`src/rtl/lockout_delay_pkg.sv`:
```
// Package: shared types for the lockout delay element.
// Assumes: nothing beyond being compiled before the modules that import it.
package lockout_delay_pkg;

    // Phase of the element: waiting, counting down, forwarding.
    typedef enum logic [1:0] {
        PH_IDLE = 2'd0,
        PH_HOLD = 2'd1,
        PH_FWD  = 2'd2
    } ld_phase_e;

endpackage

```
`src/rtl/ld_tick_gen.sv`:
```
// Module: ld_tick_gen
// Produces a one-cycle tick strobe every CYCLES_PER_TICK clocks.
// Assumes CYCLES_PER_TICK >= 1; with 1 the strobe is high every cycle.
module ld_tick_gen #(
    parameter int CYCLES_PER_TICK = 1
) (
    input  logic clk,
    input  logic rst_n,
    output logic tick
);
    localparam int DIV_W = (CYCLES_PER_TICK > 1) ? $clog2(CYCLES_PER_TICK) : 1;
    localparam logic [DIV_W-1:0] LAST = DIV_W'(CYCLES_PER_TICK - 1);

    logic [DIV_W-1:0] div_q;

    // Free-running divider that wraps after the last cycle of a tick.
    always_ff @(posedge clk) begin
        if (!rst_n)            div_q <= '0;
        else if (div_q == LAST) div_q <= '0;
        else                   div_q <= div_q + DIV_W'(1);
    end

    assign tick = (div_q == LAST);

endmodule

```
`src/rtl/ld_edge_det.sv`:
```
// Module: ld_edge_det
// Flags a rising edge of a synchronous level input for one cycle.
// Assumes the input is already synchronous to clk.
module ld_edge_det (
    input  logic clk,
    input  logic rst_n,
    input  logic level,
    output logic rise
);
    logic prev_q;

    // Remember last cycle's level; reset treats the input as previously low.
    always_ff @(posedge clk) begin
        if (!rst_n) prev_q <= 1'b0;
        else        prev_q <= level;
    end

    assign rise = level & ~prev_q;

endmodule

```
`src/rtl/ld_hold_core.sv`:
```
// Module: ld_hold_core
// Phase machine and countdown of the lockout delay element.
// Assumes `rise` is a one-cycle edge strobe and `tick` a one-cycle strobe.
// The delay setting is clamped and captured on trigger acceptance.
module ld_hold_core
    import lockout_delay_pkg::*;
#(
    parameter int CFG_W     = 8,
    parameter int MAX_TICKS = 200
) (
    input  logic             clk,
    input  logic             rst_n,
    input  logic             tick,
    input  logic             rise,
    input  logic             level,
    input  logic [CFG_W-1:0] cfg,
    output logic             out,
    output logic             busy
);
    localparam int CNT_W = $clog2(MAX_TICKS + 1);
    localparam logic [CNT_W-1:0] CNT_ONE = CNT_W'(1);
    localparam logic [CNT_W-1:0] CNT_MAX = CNT_W'(MAX_TICKS);

    ld_phase_e        phase_q;
    logic [CNT_W-1:0] cnt_q;
    logic [CNT_W-1:0] len_q;
    logic [CNT_W-1:0] len_clamped;

    // Clamp the requested length into 1..MAX_TICKS.
    always_comb begin
        if (cfg == '0)
            len_clamped = CNT_ONE;
        else if (int'(cfg) > MAX_TICKS)
            len_clamped = CNT_MAX;
        else
            len_clamped = CNT_W'(cfg);
    end

    // Phase sequencing, countdown and output register.
    always_ff @(posedge clk) begin
        if (!rst_n) begin
            phase_q <= PH_IDLE;
            cnt_q   <= '0;
            len_q   <= '0;
            out     <= 1'b0;
        end else begin
            case (phase_q)
                PH_IDLE: begin
                    if (rise) begin
                        len_q   <= len_clamped;
                        cnt_q   <= len_clamped;
                        phase_q <= PH_HOLD;
                    end
                end
                PH_HOLD: begin
                    if (tick) begin
                        if (cnt_q == CNT_ONE) begin
                            phase_q <= PH_FWD;
                            out     <= 1'b1;
                            cnt_q   <= len_q;
                        end else begin
                            cnt_q <= cnt_q - CNT_ONE;
                        end
                    end
                end
                PH_FWD: begin
                    if (cnt_q > CNT_ONE) begin
                        if (tick) cnt_q <= cnt_q - CNT_ONE;
                    end else if (!level) begin
                        out     <= 1'b0;
                        phase_q <= PH_IDLE;
                    end
                end
                default: phase_q <= PH_IDLE;
            endcase
        end
    end

    assign busy = (phase_q == PH_HOLD);

    // an accepted trigger loads a length inside 1..MAX_TICKS.
    p_load_clamped_r3: assert property (@(posedge clk) disable iff (!rst_n)
        (phase_q == PH_IDLE && rise) |=> (cnt_q >= CNT_ONE && cnt_q <= CNT_MAX));

    // a hold in progress only counts down, whatever the input does.
    p_no_reload_r5: assert property (@(posedge clk) disable iff (!rst_n)
        (phase_q == PH_HOLD && tick && cnt_q > CNT_ONE) |=> (cnt_q == $past(cnt_q) - CNT_ONE));

    // the captured length is stable while holding.
    p_len_stable_r10: assert property (@(posedge clk) disable iff (!rst_n)
        (phase_q == PH_HOLD && $past(phase_q) == PH_HOLD) |-> $stable(len_q));

endmodule

```
`src/rtl/lockout_delay.sv`:
```
// Module: lockout_delay (top)
// Lockout one-shot delay element: a rising input edge seen while idle starts
// a hold of N ticks; edges during the hold are dropped; afterwards the output
// goes high for at least N ticks and then follows the input low.
// Assumes sig_in is synchronous to clk and rst_n is synchronous, active low.
module lockout_delay #(
    parameter int CFG_W           = 8,
    parameter int MAX_TICKS       = 200,
    parameter int CYCLES_PER_TICK = 1
) (
    input  logic             clk,
    input  logic             rst_n,
    input  logic             sig_in,
    input  logic [CFG_W-1:0] delay_ticks,
    output logic             sig_out,
    output logic             busy
);
    logic tick;
    logic rise;

    ld_tick_gen #(
        .CYCLES_PER_TICK(CYCLES_PER_TICK)
    ) u_tick (
        .clk  (clk),
        .rst_n(rst_n),
        .tick (tick)
    );

    ld_edge_det u_edge (
        .clk  (clk),
        .rst_n(rst_n),
        .level(sig_in),
        .rise (rise)
    );

    ld_hold_core #(
        .CFG_W    (CFG_W),
        .MAX_TICKS(MAX_TICKS)
    ) u_core (
        .clk  (clk),
        .rst_n(rst_n),
        .tick (tick),
        .rise (rise),
        .level(sig_in),
        .cfg  (delay_ticks),
        .out  (sig_out),
        .busy (busy)
    );

    // a reset edge leaves both outputs low.
    p_reset_idle_r1: assert property (@(posedge clk)
        !rst_n |=> (!sig_out && !busy));

    // output and busy are never high together.
    p_busy_quiet_r4: assert property (@(posedge clk) disable iff (!rst_n)
        busy |-> !sig_out);

    // the output only rises as a hold finishes.
    p_rise_ends_hold_r4: assert property (@(posedge clk) disable iff (!rst_n)
        $rose(sig_out) |-> ($past(busy) && !busy));

    // outside reset, the output only falls after the input was sampled low.
    p_fall_on_low_r6: assert property (@(posedge clk) disable iff (!rst_n)
        ($fell(sig_out) && $past(rst_n)) |-> !$past(sig_in));

endmodule

```
`config.mk`:
```
export PLATFORM = sky130hd
export DESIGN_NAME = lockout_delay
export DESIGN_NICKNAME = d
export VERILOG_FILES = /design/src/rtl/lockout_delay_pkg.sv /design/src/rtl/ld_tick_gen.sv /design/src/rtl/ld_edge_det.sv /design/src/rtl/ld_hold_core.sv /design/src/rtl/lockout_delay.sv
export SDC_FILE = /design/constraint.sdc
export NUM_CORES = 1
export LEC_CHECK = 0
export CAP_MARGIN = 20
export CORE_UTILIZATION = 30
export CTS_CLUSTER_DIAMETER = 120
export DETAILED_ROUTE_END_ITERATION = 12
export DONT_BUFFER_PORTS = 1
export PLACE_DENSITY = 0.45
export SYNTH_ARGS = -nofsm -noshare
export SYNTH_HDL_FRONTEND = slang
export SYNTH_SLANG_ARGS = --single-unit
```
`constraint.sdc`:
```
create_clock -name clk -period 5.4 [get_ports clk]
set_input_delay 1.08 -clock clk [delete_from_list [all_inputs] [get_ports clk]]
set_output_delay 1.08 -clock clk [all_outputs]
set_load 0.01 [all_outputs]
```
==> metrics.yaml, run 1 <==
run_status:
  status: "complete, no violations"
synth:
  synth_area_per_cell_um2: 7.975
  synth_seq_cells: 21
  synth_cell_type_count: 46
  synth_top_area_share_pct: 31.76
  syn_area_mm2: 0.001324
  synth_edf_count: 0
  syn-num-nets: 183
  yosys.area.top_type: "dfxtp_1"
  synth-async-reset-ratio_pct: 0
  seq_area_frac_synth_pct: 31.76
  synthCells: 166
  ys_top_cells_by_area: "dfxtp_1 32%, a21oi_1 7.2%, ha_1 5.7%"
  yosysWarnings: 0
  ys.flop_type: "dfxtp_1"
setup_path:
  worstSetupEndpointType: "flop"
  critPathLaunch: "u_core.cnt_q[0]"
  rr_endpoint: "u_core.cnt_q[3]"
  cp_slowest_stage_delay_ns: 0.87
  crit_buf_inv: 0
  crit_path_max_fanout: 9
  critical_path_required_ns: 5.59
  crit_cells: 6
  rr_worst_depth: 6
  crit_family: "simple AND/OR/NAND/NOR gates"
  crit_type: "flop to flop"
  cp-start-kind: "flop"
  slowest_stage: "nor4bb_1"
  cp_cell_sequence: "ha_1 > nor4bb_1 > a31oi_1 > o21a_1 > or3_1 > a21oi_1"
  r2r-start: "u_core.cnt_q[0]"
  cp.arrival_ns: 2.73
  r2r_slack_ns: 2.87
floorplan:
  die_h_um: 68.43
  die_w_um: 68.43
  num_rows: 23
  initial_utilization_pct: 32.17
  pin_count: 13
  die_area_mm2: 0.004682
  core_area_mm2: 0.004115
clocking:
  clock_path_buffers: 2
  cts_tree: "built"
  ctsResizeCount: 0
  cts_root_buf: "clkbuf_8"
  cts-hold-fix-buffers: 0
  clkSinkCount: 21
  clk_latency_ns: 0.26
  numCtsBuffers: 3
  htreeDepth: 1
  clkSlewWorstSetupHoldPaths_ns: 0.08
  post-cts-setup-buffer-count: 0
sta:
  clock_skew_ns: 0.003786
  period_needed_ns: 2.534
  finalCritPeriodShare_pct: 46.92
  fin_hold_ws_ns: 0.4687
  tns_ns: 0
  tightest_slew_ns: 0.9865
  fmax_mhz: 394.7
  slew_headroom_pct: 33.33
  finalSetupViolCount: 0
  rsz0062_at_grt: "no"
  final.setup.worst_slack_ns: 2.866
  drv_slew: 0
  finalHoldViolCount: 0
placed_design:
  gp_congestion: 0.8429
  pre_cts_ws_ns: 2.882
  post-dp-hpwl_mm: 2.438
  post_dp_cell_area_mm2: 0.001335
  numPortBuffers: 0
finish:
  syn_to_final_growth_pct: 4.253
  final_util_pct: 33.54
  antenna_cells: 0
  fin_nets: 181
  drive_gt1_share_pct: 3.681
  fin_area_mm2: 0.001380
route:
  ant_nets: 0
  viasPerCell: 5.516
  drc: 0
  dr.pass1.iters: 4
  routedWlPerCell_um: 15.44
  postRouteWirelength_mm: 3.288
  drt_iter0_markers: 34
  vias: 1175
power_and_ir_drop:
  p_switching_mw: 0.3185
  p_clk_share_pct: 14.6
  power_leakage_nw: 0.4875
  power_density_mw_per_mm2: 527.0
  power_frac_seq_pct: 33.0
  p_int_mw: 0.4089
  comb_power_share_pct: 52.4
  ir_drop_mv: 0.2450
  p_sw_share_pct: 43.79
min_path:
  min_from: "u_core.len_q[7]"
  holdPathStages: 2
  hold_path_class: "flop to flop"
  hold_end: "u_core.len_q[7]"
grt:
  grt.total_usage_pct: 16.00
  grt_pass1_vias: 1100
  antenna_found_initial: 0
  grt_pass1_wl_mm: 5.430
  grt_overflow_total: 0
  grt_max_degree: 17
run:
  max-cap-violations: 0
[per-layer routing]
metal  vias up  routed length, um  GRT usage [%]
li1        597                  -              -
met1       550               1774          23.35
met2        23               1370          23.41
met3         5                 97          2.500
met4         0                 44          5.469
met5         -                  0              0
[worst max path at each step]
stage,endpoint
2_1_floorplan,u_core.cnt_q[0]
3_3_place_gp,u_core.cnt_q[4]
3_5_place_dp,u_core.cnt_q[3]
4_1_cts,u_core.cnt_q[3]
5_1_grt,u_core.cnt_q[2]
6_report,u_core.cnt_q[3]
[cells by family after synthesis]
kind of cell	synth area share, %
flops	31.76
buf+inv	6.426
fa+ha+maj	5.671
other cells	0.2833
xor+xnor	3.308
mux	0.7562
compound gates	27.60
simple gates	24.20
[through the flow]
stage                     std cells  power, mW
after floorplan                 166     0.5690
after global placement          209     0.6236
after detailed placement        209     0.6251
after CTS                       213     0.7315
after global routing            213     0.7893
final                           213     0.7274
[cell usage after synthesis (3+ instances only)]
cell	count
xnor2_1	4
nand2_1	20
nand3_1	5
dfxtp_1	21
ha_1	6
inv_1	9
or3_1	4
o21ai_0	7
a31oi_1	6
a21oi_1	19
o21a_1	5
nor3_1	5
a32o_1	3
nor2_1	11
[worst min-delay path, stage by stage (launching register included)]
cell	delay, ns
dfxtp_1	0.32
nand2_1	0.05
a21oi_1	0.05
[flip-flops by register name, summed over array words and instances (netlist names)]
register        flops
u_core.phase_q      2
u_core.len_q        8
u_edge.prev_q       1
u_core.cnt_q        8
u_core.out          1
u_tick.div_q        1
[layout make-up]
cell class	instances	area, um^2
tap	50	62.56
sequential	21	420.4
inverter	9	33.78
multi-input combinational	129	818.3
clock buffer	4	45.04
fill	447	2735
[layout by cell type (no fill, tap or decap), drive strengths merged, types with 2 or more instances in the layout]
cell	instances
nor2	11
o21a	5
nand2	20
dfxtp	21
nor3	5
ha	6
inv	9
or4	3
or3	4
o221ai	2
and2	2
nor2b	2
a211oi	2
a21oi	19
clkbuf	4
xnor2	4
o21ai	9
nor4	3
nand3	5
a31oi	6
a32o	3
[power by group through the flow]
stage          combinational, mW  sequential (mW)  clock [mW]
2_1_floorplan              0.345            0.224           0
3_3_place_gp               0.382            0.242           0
4_1_cts                    0.384            0.240       0.108
5_1_grt                    0.428            0.247       0.114
6_report                   0.381            0.240       0.106
3_5_place_dp               0.382            0.243           0
Note: power is estimated with default switching activity, not from simulation.
==> run 2: changes to the inputs <==
--- a/config.mk
+++ b/config.mk
@@ -10,7 +10,7 @@
 export CTS_CLUSTER_DIAMETER = 120
 export DETAILED_ROUTE_END_ITERATION = 12
 export DONT_BUFFER_PORTS = 1
-export PLACE_DENSITY = 0.45
+export PLACE_DENSITY = 0.46
 export SYNTH_ARGS = -nofsm -noshare
 export SYNTH_HDL_FRONTEND = slang
 export SYNTH_SLANG_ARGS = --single-unit
==> constraint.sdc (replaced) <==
create_clock -name clk -period 2.11 [get_ports clk]
set_input_delay 0.422 -clock clk [delete_from_list [all_inputs] [get_ports clk]]
set_output_delay 0.422 -clock clk [all_outputs]
set_load 0.01 [all_outputs]
==> run 2 against run 1 <==
Global-route usage increased by 0.11 points. Setup slack got worse by 2.7 ns. Utilization increased by 3.4 points. Non-clock buffer count increased by 14. Worst hold slack worse by 0.19 ns. Sequential share of layout area is 2.7 points lower. Count of clock-buffer cells in the layout stayed put. Design area up 10%. Total power grew to 2.8 times the previous value. Routed wire length rose by 3.1%. Critical path depth grew 3.
==> metrics.yaml, run 2 (synthesis results as in run 1) <==
finish:
  drive_gt1_share_pct: 14.04
  syn_to_final_growth_pct: 14.75
  most-common-layout-cells: "20 x nand2_1, 20 x dfxtp_1, 19 x a21oi_1"
  fin_area_mm2: 0.001519
  fin_nets: 196
  antenna_cells: 0
  top_regs: "u_core.cnt_q x8, u_core.len_q x8, u_core.phase_q x2"
sta:
  slew_headroom_pct: 66.38
  tns_ns: 0
  fmax_mhz: 504.9
  finalHoldViolCount: 0
  clock_skew_ns: 0.003684
  finalSetupViolCount: 0
  finalCritPeriodShare_pct: 93.87
  drv_slew: 0
  period_needed_ns: 1.981
  rsz0062_at_grt: "yes"
  tightest_slew_ns: 0.5024
power_and_ir_drop:
  p_clk_share_pct: 13.0
  power_frac_seq_pct: 29.4
  power_leakage_nw: 0.5643
  ir_drop_mv: 0.4485
  power_density_mw_per_mm2: 1348
  p_int_mw: 1.180
  p_sw_share_pct: 42.40
  p_switching_mw: 0.8682
  comb_power_share_pct: 57.6
route:
  vias: 1274
  viasPerCell: 5.588
  ant_nets: 0
  route.met3.wl_um: 149
  drc: 0
  drt_iter0_markers: 33
  routedWlPerCell_um: 14.87
  postRouteWirelength_mm: 3.391
  drt-met1-wl_mm: 1.648
  dr.pass1.iters: 4
  top_layer: "met4"
  route.met2.wl_mm: 1.539
setup_path:
  endpoint: "u_core.cnt_q[3]"
  critical_path_required_ns: 2.30
  crit_type: "flop to flop"
  r2r_slack_ns: 0.13
  worstSetupEndpointType: "flop"
  critPathLaunch: "u_core.phase_q[1]"
  rr_endpoint: "u_core.cnt_q[3]"
  r2r-start: "u_core.phase_q[1]"
  rr_worst_depth: 9
  cp-start-kind: "flop"
  cp.arrival_ns: 2.17
  crit_path_max_fanout: 8
floorplan:
  die_area_mm2: 0.004682
  num_rows: 23
  die_h_um: 68.43
  pin_count: 13
  die_w_um: 68.43
  core_area_mm2: 0.004115
  initial_utilization_pct: 32.17
placed_design:
  post-dp-hpwl_mm: 2.595
  post_dp_cell_area_mm2: 0.001425
  numPortBuffers: 0
  gp_congestion: 0.8302
clocking:
  clk_latency_ns: 0.26
  htreeDepth: 1
  cts_tree: "built"
  numCtsBuffers: 3
  clkSlewWorstSetupHoldPaths_ns: 0.08
  cts_root_buf: "clkbuf_8"
  clkSinkCount: 21
  cts-hold-fix-buffers: 0
  clock_path_buffers: 2
run:
  max-cap-violations: 0
grt:
  grt_pass1_wl_mm: 5.609
  grt.total_usage_pct: 16.11
  antenna_found_initial: 0
  grt_max_degree: 12
  grt_overflow_total: 0
  grt_pass1_vias: 1174
min_path:
  hold_path_class: "input port to flop"
run_status:
  status: "complete, no violations"
## run 2: cell type report
cell class | instances | area [um^2]
clock buffers | 4 | 45.04
multi-input cells | 130 | 850.8
repair buffers | 14 | 105.1
inverters | 9 | 33.78
well taps | 50 | 62.56
flip-flops and latches | 21 | 421.7
fillers | 426 | 2596
## run 2: what timing repair did
action	4_1_cts	5_1_grt
setup endpoints to repair	0	7
setup buffers	0	2
resized for setup	0	6
## run 2: worst max-delay path, stage by stage, from the launching register on
cell and delay, ns:
dfxtp_1 0.33, inv_1 0.10, ha_1 0.17, buf_4 0.16, nor4bb_2 0.26, buf_4 0.21
a31oi_1 0.10, o21a_1 0.10, or3_1 0.34, a21oi_1 0.13
## run 2: power groups by stage
stage	sequential, mW	clock, mW	combinational [mW]
after floorplan	0.573	0	0.883
after global placement	0.603	0	1.11
after detailed placement	0.609	0	1.11
after CTS	0.599	0.270	1.11
after global routing	0.617	0.292	1.30
final	0.602	0.266	1.18
## run 2: worst min path at each step
stage	cells after the start	slack (ns)	startpoint	to
global route	1	0.27	sig_in	u_edge.prev_q
CTS	1	0.28	rst_n	u_core.len_q[0]
finish	1	0.28	sig_in	u_edge.prev_q
global placement	2	0.45	u_core.len_q[4]	u_core.len_q[4]
floorplan	2	0.43	u_core.len_q[5]	u_core.len_q[5]
detailed placement	2	0.45	u_core.len_q[4]	u_core.len_q[4]
## run 2: layer usage
layer | global-route usage [%] | up-vias
met5 | 0 | -
met1 | 21.45 | 597
met3 | 2.667 | 7
met2 | 26.35 | 35
met4 | 4.688 | 0
li1 | - | 635
## run 2: through the flow
stage	util, %	setup WS (ns)	hold slack (ns)	instances	total power [mW]
2_1_floorplan	-	0.2175	0.4332	166	1.456
3_3_place_gp	34.63	0.1389	0.4509	221	1.710
3_5_place_dp	34.63	0.04938	0.4487	221	1.715
4_1_cts	35.73	0.01627	0.2766	225	1.983
5_1_grt	36.91	-0.02370	0.2731	228	2.211
6_report	36.91	0.1294	0.2771	228	2.048
